[src/rtl/afifo_pkg.sv]
package afifo_pkg;

  // Attention threshold in slots for each two-bit code.
  function automatic int unsigned atn_slots(input logic [1:0] code);
    case (code)
      2'd0:    return 1;
      2'd1:    return 4;
      2'd2:    return 8;
      default: return 12;
    endcase
  endfunction

endpackage

[src/rtl/afifo_ram.sv]
module afifo_ram #(
  parameter int DW    = 32,
  parameter int DEPTH = 16,
  localparam int AW   = $clog2(DEPTH)
) (
  input  logic          clk,
  input  logic          rst,
  input  logic          we,
  input  logic [AW-1:0] waddr,
  input  logic [DW-1:0] wdata,
  input  logic          re,
  input  logic          rd_zero,
  input  logic [AW-1:0] raddr,
  output logic [DW-1:0] rdata
);
  logic [DW-1:0] mem [DEPTH];

  always_ff @(posedge clk) begin
    if (we) mem[waddr] <= wdata;
  end

  // Output register with synchronous reset, read-first on collision.
  always_ff @(posedge clk) begin
    if (rst || rd_zero) rdata <= '0;
    else if (re)        rdata <= mem[raddr];
  end
endmodule

[src/rtl/afifo_ctrl.sv]
module afifo_ctrl #(
  parameter int DEPTH = 16,
  localparam int AW   = $clog2(DEPTH),
  localparam int CW   = $clog2(DEPTH + 1)
) (
  input  logic          clk,
  input  logic          rst,
  input  logic          clr,
  input  logic          push,
  input  logic          pop,
  output logic          wr_en,
  output logic          rd_en,
  output logic [AW-1:0] wr_addr,
  output logic [AW-1:0] rd_addr,
  output logic [CW-1:0] cnt,
  output logic [CW-1:0] cnt_nxt,
  output logic          overrun,
  output logic          underrun
);
  localparam logic [CW-1:0] FULL_CNT = CW'(DEPTH);
  localparam logic [AW-1:0] LAST_PTR = AW'(DEPTH - 1);

  logic full, empty, push_ok, pop_ok;

  function automatic logic [AW-1:0] bump(input logic [AW-1:0] p);
    return (p == LAST_PTR) ? '0 : p + 1'b1;
  endfunction

  always_comb begin
    full     = (cnt == FULL_CNT);
    empty    = (cnt == '0);
    pop_ok   = pop & ~empty;
    push_ok  = push & (~full | pop);
    overrun  = ~clr & push & full & ~pop;
    underrun = ~clr & pop & empty;
    wr_en    = ~clr & push_ok;
    rd_en    = ~clr & pop_ok;
    if (clr)                   cnt_nxt = '0;
    else if (wr_en && !rd_en)  cnt_nxt = cnt + 1'b1;
    else if (rd_en && !wr_en)  cnt_nxt = cnt - 1'b1;
    else                       cnt_nxt = cnt;
  end

  always_ff @(posedge clk) begin
    if (rst || clr) begin
      wr_addr <= '0;
      rd_addr <= '0;
    end else begin
      if (wr_en) wr_addr <= bump(wr_addr);
      if (rd_en) rd_addr <= bump(rd_addr);
    end
  end

  always_ff @(posedge clk) begin
    if (rst) cnt <= '0;
    else     cnt <= cnt_nxt;
  end
endmodule

[src/rtl/afifo_status.sv]
module afifo_status
  import afifo_pkg::*;
#(
  parameter int DEPTH = 16,
  localparam int CW   = $clog2(DEPTH + 1)
) (
  input  logic          clk,
  input  logic          rst,
  input  logic          tx_mode,
  input  logic [1:0]    atn_code,
  input  logic [CW-1:0] cnt_nxt,
  input  logic          overrun,
  input  logic          underrun,
  input  logic          err_clr,
  input  logic          atn_irq_en,
  input  logic          err_irq_en,
  output logic [CW-1:0] level,
  output logic          atn_flag,
  output logic          err_flag,
  output logic          irq
);
  logic [CW-1:0] level_nxt;
  logic          atn_nxt, err_nxt, err_evt;

  always_comb begin
    level_nxt = tx_mode ? (CW'(DEPTH) - cnt_nxt) : cnt_nxt;
    atn_nxt   = 32'(level_nxt) >= atn_slots(atn_code);
    err_evt   = tx_mode ? underrun : overrun;
    err_nxt   = err_evt | (err_flag & ~err_clr);
  end

  always_ff @(posedge clk) begin
    if (rst) begin
      level    <= '0;
      atn_flag <= 1'b0;
      err_flag <= 1'b0;
      irq      <= 1'b0;
    end else begin
      level    <= level_nxt;
      atn_flag <= atn_nxt;
      err_flag <= err_nxt;
      irq      <= (atn_nxt & atn_irq_en) | (err_nxt & err_irq_en);
    end
  end
endmodule

[src/rtl/audio_sample_fifo.sv]
module audio_sample_fifo #(
  parameter int DW    = 32,
  parameter int DEPTH = 16,
  localparam int AW   = $clog2(DEPTH),
  localparam int CW   = $clog2(DEPTH + 1)
) (
  input  logic          clk,
  input  logic          rst,
  input  logic          tx_mode,
  input  logic          push,
  input  logic [DW-1:0] push_data,
  input  logic          pop,
  output logic [DW-1:0] pop_data,
  input  logic [1:0]    atn_code,
  input  logic          fifo_clr,
  input  logic          err_clr,
  input  logic          atn_irq_en,
  input  logic          err_irq_en,
  output logic [CW-1:0] level,
  output logic          atn_flag,
  output logic          err_flag,
  output logic          irq
);
  logic          wr_en, rd_en, overrun, underrun;
  logic [AW-1:0] wr_addr, rd_addr;
  logic [CW-1:0] fill_cnt, fill_nxt;

  afifo_ctrl #(.DEPTH(DEPTH)) u_ctrl (
    .clk(clk), .rst(rst), .clr(fifo_clr), .push(push), .pop(pop),
    .wr_en(wr_en), .rd_en(rd_en), .wr_addr(wr_addr), .rd_addr(rd_addr),
    .cnt(fill_cnt), .cnt_nxt(fill_nxt), .overrun(overrun), .underrun(underrun)
  );

  afifo_ram #(.DW(DW), .DEPTH(DEPTH)) u_ram (
    .clk(clk), .rst(rst), .we(wr_en), .waddr(wr_addr), .wdata(push_data),
    .re(rd_en), .rd_zero(underrun), .raddr(rd_addr), .rdata(pop_data)
  );

  afifo_status #(.DEPTH(DEPTH)) u_stat (
    .clk(clk), .rst(rst), .tx_mode(tx_mode), .atn_code(atn_code),
    .cnt_nxt(fill_nxt), .overrun(overrun), .underrun(underrun),
    .err_clr(err_clr), .atn_irq_en(atn_irq_en), .err_irq_en(err_irq_en),
    .level(level), .atn_flag(atn_flag), .err_flag(err_flag), .irq(irq)
  );
endmodule

[config.mk]
export PLATFORM = sky130hd
export DESIGN_NAME = audio_sample_fifo
export DESIGN_NICKNAME = d
export VERILOG_FILES = /design/src/rtl/afifo_pkg.sv /design/src/rtl/afifo_ram.sv /design/src/rtl/afifo_ctrl.sv /design/src/rtl/afifo_status.sv /design/src/rtl/audio_sample_fifo.sv
export SDC_FILE = /design/constraint.sdc
export NUM_CORES = 1
export LEC_CHECK = 0
export ABC_AREA = 1
export BUFFER_PORTS_ARGS = -buffer_cell sky130_fd_sc_hd__buf_2
export CORE_MARGIN = 3
export CORE_UTILIZATION = 45
export CTS_CLUSTER_DIAMETER = 30
export DETAILED_ROUTE_END_ITERATION = 8
export REMOVE_ABC_BUFFERS = 1
export SETUP_SLACK_MARGIN = 0.05
export SYNTH_ARGS = -nofsm -noshare
export SYNTH_HDL_FRONTEND = slang
export SYNTH_HIERARCHICAL = 1
export SYNTH_SLANG_ARGS = --single-unit
[constraint.sdc]
create_clock -name clk -period 4.3 [get_ports clk]
set_clock_uncertainty 0.2 [all_clocks]
set_input_delay 0.86 -clock clk [delete_from_list [all_inputs] [get_ports clk]]
set_output_delay 0.86 -clock clk [all_outputs]
set_load 0.01 [all_outputs]
==> flow_summary.toml, run 1 <==
[run_status]
status = "finished, final reports clean"

[yosys]
netlist_area_mm2 = 0.02321
syn_inst = 2066
synth_area_per_cell_um2 = 11.24
synth_mux_area_frac = 0
ys.warnings.count = 6
synth_top_area_share = 0.6624
yosys.area_share.adder = 0.004312
synthDistinctLibCells = 35
synthFlopType = "edfxtp_1"
yosysMostFrequentCell = "nand2_1"
synth_top_area_cell = "edfxtp_1"
seq_area_frac_synth = 0.7081
synth.ff_latch_count = 565
synth-compound-area-share = 0.004420
synth_xor_area_frac = 0.002264
synth-simple-area-share = 0.2342
synth_edf_count = 512
synthArstFlopShare = 0
synth_common_cells = "nand2_1, edfxtp_1, nand3_1"
ys_top_cells_by_area = "edfxtp_1, nand2_1, nand3_1, dfxtp_1, nor2_1"
synth_top_family_by_area = "simple AND/OR/NAND/NOR gates"

[critical_path]
cp.depth = 20
critPathRequiredTime_ps = 4630
reg2reg_depth = 20
r2r_start = "u_ctrl/cnt[0]"
worstSetupEndpointType = "flop"
cp.buffers_inverters = 4
cp_slowest_cell = "dfxtp_1"
worstReg2RegEnd = "u_stat/irq"
crit_path_frequent_cell = "nand2_1"
max_stage_delay_ps = 370
path_delay_family = "simple AND/OR/NAND/NOR gates"
r2r_setup_slack_ps = 1260
cp_max_fo = 10
crit_chain = "inv_1 -> ha_1 -> nand3_2 -> nand2_4 -> inv_6 -> nand2_8 -> nand2_1 -> nand2_1 -> nand3_2 -> inv_1 -> inv_1 -> nand3_1 -> nand2_1 -> xor2_1 -> ha_1 -> a21o_1 -> nor2_2 -> nand2_1 -> nand3_1 -> nand2_1"
cp.arrival_ps = 3370
crit_type = "flop to flop"
worst_setup_path_start_kind = "flop"

[clock_tree]
ctsResizeCount = 0
holdBufCountCts = 0
cts.sinks = 565
cts_tree = "yes"
cts_setup_buffers = 0
clock_path_buffers = 3
cts_root_buffer = "clkbuf_16"
numCtsBuffers = 115
cts.htree.levels = 3
path_clk_slew_ps = 40
clock_latency_ps = 650

[timing]
worst_slack_ps = 1258
finalSetupViolCount = 0
worst_pin_slew_ps = 989.2
relSlewSlack = 0.3405
fin_crit_sh = 0.7074
timing.fmax_ghz = 0.3287
hold_viol_final = 0
rsz0062_at_grt = "no"
period_minus_slack_ps = 3042
final_max_slew_viol_count = 0

[detailed_routing]
routed_wl_mm = 57.85
wire_per_inst_um = 19.54
dr.first_iter.drc_count = 1359
first_pass_iters = 5
routed-via-count = 15530
drcViolationCount = 0
antenna_left = 0
via_per_inst = 5.246

[worst_hold_path]
whs_path_depth = 3
holdCritStartpoint = "err_irq_en"
min_path_type = "input port to flop"
worstHoldEndpoint = "u_stat/irq"

[die]
io_pins = 83
core_mm2 = 0.05058
initial_core_util = 0.4589
die_h_um = 233.1
row_count = 82
die_area_mm2 = 0.05434
die_w_um = 233.1

[grt]
grt-ovfl-total = 0
grt_usage = 0.2156
grt_pass1_vias = 15430
antenna_found_initial = 0
grt_first_pass_wirelength_mm = 88.92
grt_max_degree = 132

[cells_and_area]
ff_latch_area_mm2 = 0.01645
syn_to_final_growth_pct = 21.18
utilization = 0.5561
fill_cells = 4168
layout.nets = 2238
num_antenna_cells = 0
drive_gt1_frac = 0.1538
multi_input_area_mm2 = 0.005812

[power]
finalPower_mw = 15.32
power.leakage_nw = 10.75
p_per_area_mw_per_mm2 = 544.8
peakVddDrop_mv = 0.2868

[run]
max_cap_viol_count = 0

[placed_design]
gp_congestion = 0.8073
dp_hpwl_mm = 29.19
dp_slack_ps = 859.7
io_buffers = 82
==> per-layer routing <==
metal	GRT usage	part of all wire	wire, um	vias to the layer above
met1	0.2849	0.43	24890	7593
met2	0.3576	0.49	28160	472
met5	0	0	0	-
met3	0.04378	0.061	3548	89
li1	-	-	-	7379
met4	0.07256	0.022	1251	0
==> power by group <==
| group | switching [mW] | total (mW) | internal, mW |
|---|---|---|---|
| clock network | 2.85 | 8.76 | 5.91 |
| registers | 0.0210 | 6.07 | 6.05 |
| logic | 0.355 | 0.497 | 0.142 |
| total | 3.22 | 15.3 | 12.1 |
==> kinds of logic (layout without fill, tap and decap cells) <==
| family | Yosys count | after routing |
|---|---|---|
| AND/OR/NAND/NOR | 1275 | 1275 |
| flip-flops | 565 | 565 |
| buffers and inverters | 193 | 416 |
| AO/OA/AOI/OAI | 19 | 19 |
| adder cells (fa/ha/maj) | 8 | 8 |
| XOR/XNOR | 6 | 6 |
==> worst reg2reg max path, delay by kind of cell, from the launching register on <==
family | cells | cell delay, ps
flip-flops | 1 | 370
XOR/XNOR | 1 | 230
AO/OA/AOI/OAI | 1 | 170
buffers and inverters | 4 | 410
adder cells (fa/ha/maj) | 2 | 560
AND/OR/NAND/NOR | 12 | 1000
==> cell type report <==
class | instances | share of cell area
clock inverter | 81 | 0.03127
clock buffer | 138 | 0.1079
inverter | 77 | 0.01090
sequential | 565 | 0.5847
timing repair buffer | 120 | 0.02874
tap | 672 | 0.02989
multi-input combinational | 1308 | 0.2066
==> cell usage in the layout (no fill, tap or decap), types with 3 or more instances in the layout <==
| cell | n |
|---|---|
| inv_6 | 13 |
| clkbuf_1 | 17 |
| clkinv_1 | 14 |
| ha_1 | 8 |
| buf_12 | 9 |
| nand2_2 | 3 |
| nand3_1 | 435 |
| buf_4 | 29 |
| a21oi_1 | 7 |
| o21ai_0 | 6 |
| nand3_2 | 4 |
| nor2_1 | 90 |
| dfxtp_1 | 49 |
| clkbuf_16 | 116 |
| clkinv_2 | 20 |
| xor2_1 | 4 |
| clkbuf_8 | 5 |
| nand2_4 | 3 |
| edfxtp_1 | 512 |
| bufinv_16 | 15 |
| clkinv_4 | 6 |
| nor2_4 | 18 |
| clkinvlp_4 | 17 |
| inv_1 | 69 |
| buf_2 | 82 |
| nand2_1 | 714 |
| o21ai_1 | 3 |
==> flip-flops by register name (all words and copies together) (netlist names) <==
| signal | flops |
|---|---|
| u_ctrl/cnt | 5 |
| u_ctrl/rd_addr | 4 |
| u_ctrl/wr_addr | 4 |
| u_ram/mem | 512 |
| u_ram/rdata | 32 |
| u_stat/atn_flag | 1 |
| u_stat/err_flag | 1 |
| u_stat/irq | 1 |
| u_stat/level | 5 |
==> metrics by stage <==
stage | TNS (ps) | instances | hold slack [ps] | cell area [um2]
floorplan | -106850 | 1950 | 279.0 | 22430
global placement | 0 | 2742 | 319.5 | 24210
detailed placement | 0 | 2742 | 333.5 | 24210
CTS | 0 | 2961 | 192.7 | 28130
global route | 0 | 2961 | 225.3 | 28130
finish | 0 | 2961 | 231.5 | 28130
==> worst max path at each step <==
| stage | end | start | slack, ps |
|---|---|---|---|
| after floorplan | u_ram/rdata[0] | u_ctrl/rd_addr[0] | -3180 |
| after global routing | u_stat/irq | u_ctrl/cnt[0] | 960 |
| final | u_stat/irq | u_ctrl/cnt[0] | 1260 |
| after global placement | u_stat/irq | fifo_clr | 1000 |
| after CTS | u_stat/irq | u_ctrl/cnt[0] | 1250 |
| after detailed placement | u_stat/irq | fifo_clr | 860 |
No activity file was read; power rests on OpenSTA's default activity.
==> run 2: changes to the inputs <==
Settings changed: ABC_AREA 1 to 0.
Clock period 4.3 ns to 2.5 ns, I/O delays scaled along.
==> run 2 against run 1 <==
Synthesized area decreased by 6.1%; cell count decreased by 29%; power increased by 68%; cell area increased by 4.7%; highest routed layer unchanged; the flow now finishes with violations (setup timing); clock power increased by 67%; via count decreased by 25%; setup slack got worse by 2000 ps; utilization increased by 6.0 points; critical path type unchanged; non-clock buffer count increased by 137; critical endpoint unchanged.
==> flow_summary.toml, run 2 <==
[timing]
fin_crit_sh = 1.308
hold_slack_ps = 41.98
worst_slack_ps = -769.1
relSlewSlack = 0.6081
final_max_slew_viol_count = 0
period_minus_slack_ps = 3269
hold_viol_final = 0
finalSetupViolCount = 520
worst_pin_slew_ps = 587.1
timing.fmax_ghz = 0.3059
rsz0062_at_grt = "yes"

[detailed_routing]
antenna_left = 0
routed_wl_mm = 54.49
dr.first_iter.drc_count = 903
routed-via-count = 11720
via_per_inst = 5.601
first_pass_iters = 5
drcViolationCount = 0
wire_per_inst_um = 26.05

[cells_and_area]
layout_common_cells = "edfxtp_1, mux4_2, clkbuf_16, buf_2, mux2i_1"
final_common_cell = "edfxtp_1"
syn_to_final_growth_pct = 35.12
drive_gt1_frac = 0.4301
largestRegisters = "u_ram/mem: 512 flops, u_ram/rdata: 32 flops"
layout.nets = 1431
utilization = 0.6157
top_register = "u_ram/mem"
fin_cells = 2092
largest_reg_flops = 512

[clock_tree]
cts_tree = "yes"
clock_path_buffers = 3
numCtsBuffers = 108
cts.htree.levels = 3
clock_latency_ps = 630
cts.sinks = 565
cts_root_buffer = "clkbuf_16"
path_clk_slew_ps = 50

[yosys]
netlist_area_mm2 = 0.02180
yosysMostFrequentCell = "edfxtp_1"
synthArstFlopShare = 0
synth_edf_count = 512
synth_top_area_share = 0.7052
synth_top_area_cell = "edfxtp_1"
ys_top_cells_by_area = "edfxtp_1, mux4_2, dfxtp_1, mux2i_1, nor2_1"
ys.warnings.count = 6
synthDistinctLibCells = 59
synth_area_per_cell_um2 = 20.47
syn_inst = 1065
synth.ff_latch_count = 565
synth_common_cells = "edfxtp_1, mux4_2, nor2_1"
synthFlopType = "edfxtp_1"
seq_area_frac_synth = 0.7539

[placed_design]
dp_hpwl_mm = 27.54
io_buffers = 82
gp_congestion = 0.7777
dp.cells = 1811

[worst_hold_path]
min_path_type = "input port to flop"
holdCritStartpoint = "push_data[18]"
worstHoldEndpoint = "u_ram/mem[10][18]"
whs_path_depth = 1

[critical_path]
r2r_setup_slack_ps = -770
cp_max_fo = 4
reg2reg_depth = 15
cp.arrival_ps = 3580
r2r_start = "u_ctrl/cnt[1]"
worstSetupEndpointType = "flop"
worstReg2RegEnd = "u_stat/irq"
critPathRequiredTime_ps = 2810
crit_type = "flop to flop"
worst_setup_path_start_kind = "flop"

[run]
max_cap_viol_count = 0

[run_status]
status = "finished with violations"
violations = "setup timing"

[power]
power.leakage_nw = 10.08
peakVddDrop_mv = 0.4975
p_per_area_mw_per_mm2 = 873.5

[die]
io_pins = 83
die_w_um = 226.1
die_area_mm2 = 0.05112
core_mm2 = 0.04785
initial_core_util = 0.4556
row_count = 80
die_h_um = 226.1

[grt]
grt_first_pass_wirelength_mm = 78.14
grt_usage = 0.2088
grt-ovfl-total = 0
grt_pass1_vias = 12290
antenna_found_initial = 3
grt_max_degree = 26
==> run 2: cell count changes after synthesis, moves of 18 or more <==
cell / delta
a211o_1: +31
buf_4: -20
buf_6: -24
inv_1: -59
mux2i_1: +70
mux4_2: +126
nand2_1: -707
nand3_1: -426
nor2_1: -18
==> run 2: worst max-delay path, stage by stage (launching register included) <==
cell and delay (ps):
dfxtp_2 320, inv_2 40, ha_4 160, nor4b_4 130
or3_4 410, a21o_1 210, a21oi_2 170, inv_1 90
ha_2 180, or2b_1 250, xnor2_2 150, ha_1 290
o21ai_2 120, a31o_1 120, a31oi_2 100, a22o_1 220
==> run 2: cells by family after synthesis <==
logic type / after synthesis / share of synthesized area
and+or+nand+nor: 145 / 0.03185
adders and majority gates: 8 / 0.004592
AOI/OAI and AO/OA: 79 / 0.02870
DFF: 565 / 0.7539
xor gates and xnor gates: 6 / 0.002755
buffers and inverters: 65 / 0.01538
muxes: 197 / 0.1628
==> run 2: repair_timing <==
action	in CTS	in global routing
gates resized for setup	100	53
setup endpoints to repair	365	551
cloned	14	15
buffers inserted	37	18
pin swaps	30	23
hold buffers	5	0
hold endpoints to repair	13	0
==> run 2: power breakdown <==
part / switching, mW / internal [mW]
clock: 4.73 / 9.86
combinational: 0.404 / 0.336
sequential: 0.0286 / 10.4
total: 5.16 / 20.6
==> run 2: worst max-delay path by stage <==
stage                       from              to  cells past startpoint
2_1_floorplan  u_ctrl/rd_addr[2]  u_ram/rdata[0]                      4
3_3_place_gp                 pop      u_stat/irq                     14
3_5_place_dp                 pop      u_stat/irq                     14
4_1_cts            u_ctrl/cnt[0]      u_stat/irq                     15
5_1_grt            u_ctrl/cnt[0]      u_stat/irq                     15
6_report           u_ctrl/cnt[1]      u_stat/irq                     15
==> run 2: cell type report <==
type | count | area [um2]
clock buffer | 133 | 2938
timing repair buffer | 257 | 3024
multi-input combinational | 435 | 5394
inverter | 13 | 51.30
tap | 615 | 769.5
clock inverter | 71 | 823.3
antenna | 3 | 7.507
sequential | 565 | 16450
fill | 3315 | 18390
==> run 2: per-stage QoR <==
stage	area [um2]	setup WS (ps)	TNS, ps	total power, mW
global route	29450	-924.7	-130620	26.48
finish	29460	-769.1	-71730	25.73
global placement	24030	-881.8	-35810	11.12
CTS	28940	-694.1	-32260	25.89
floorplan	21510	-3219	-774680	10.82
detailed placement	24030	-960.9	-39130	11.14
==> run 2: layer usage <==
metal,vias up,part of all wire,GRT usage
met4,0,0.022,0.06845
met1,6194,0.42,0.2854
li1,5094,-,-
met3,85,0.058,0.03965
met5,-,0,0
met2,345,0.50,0.3426
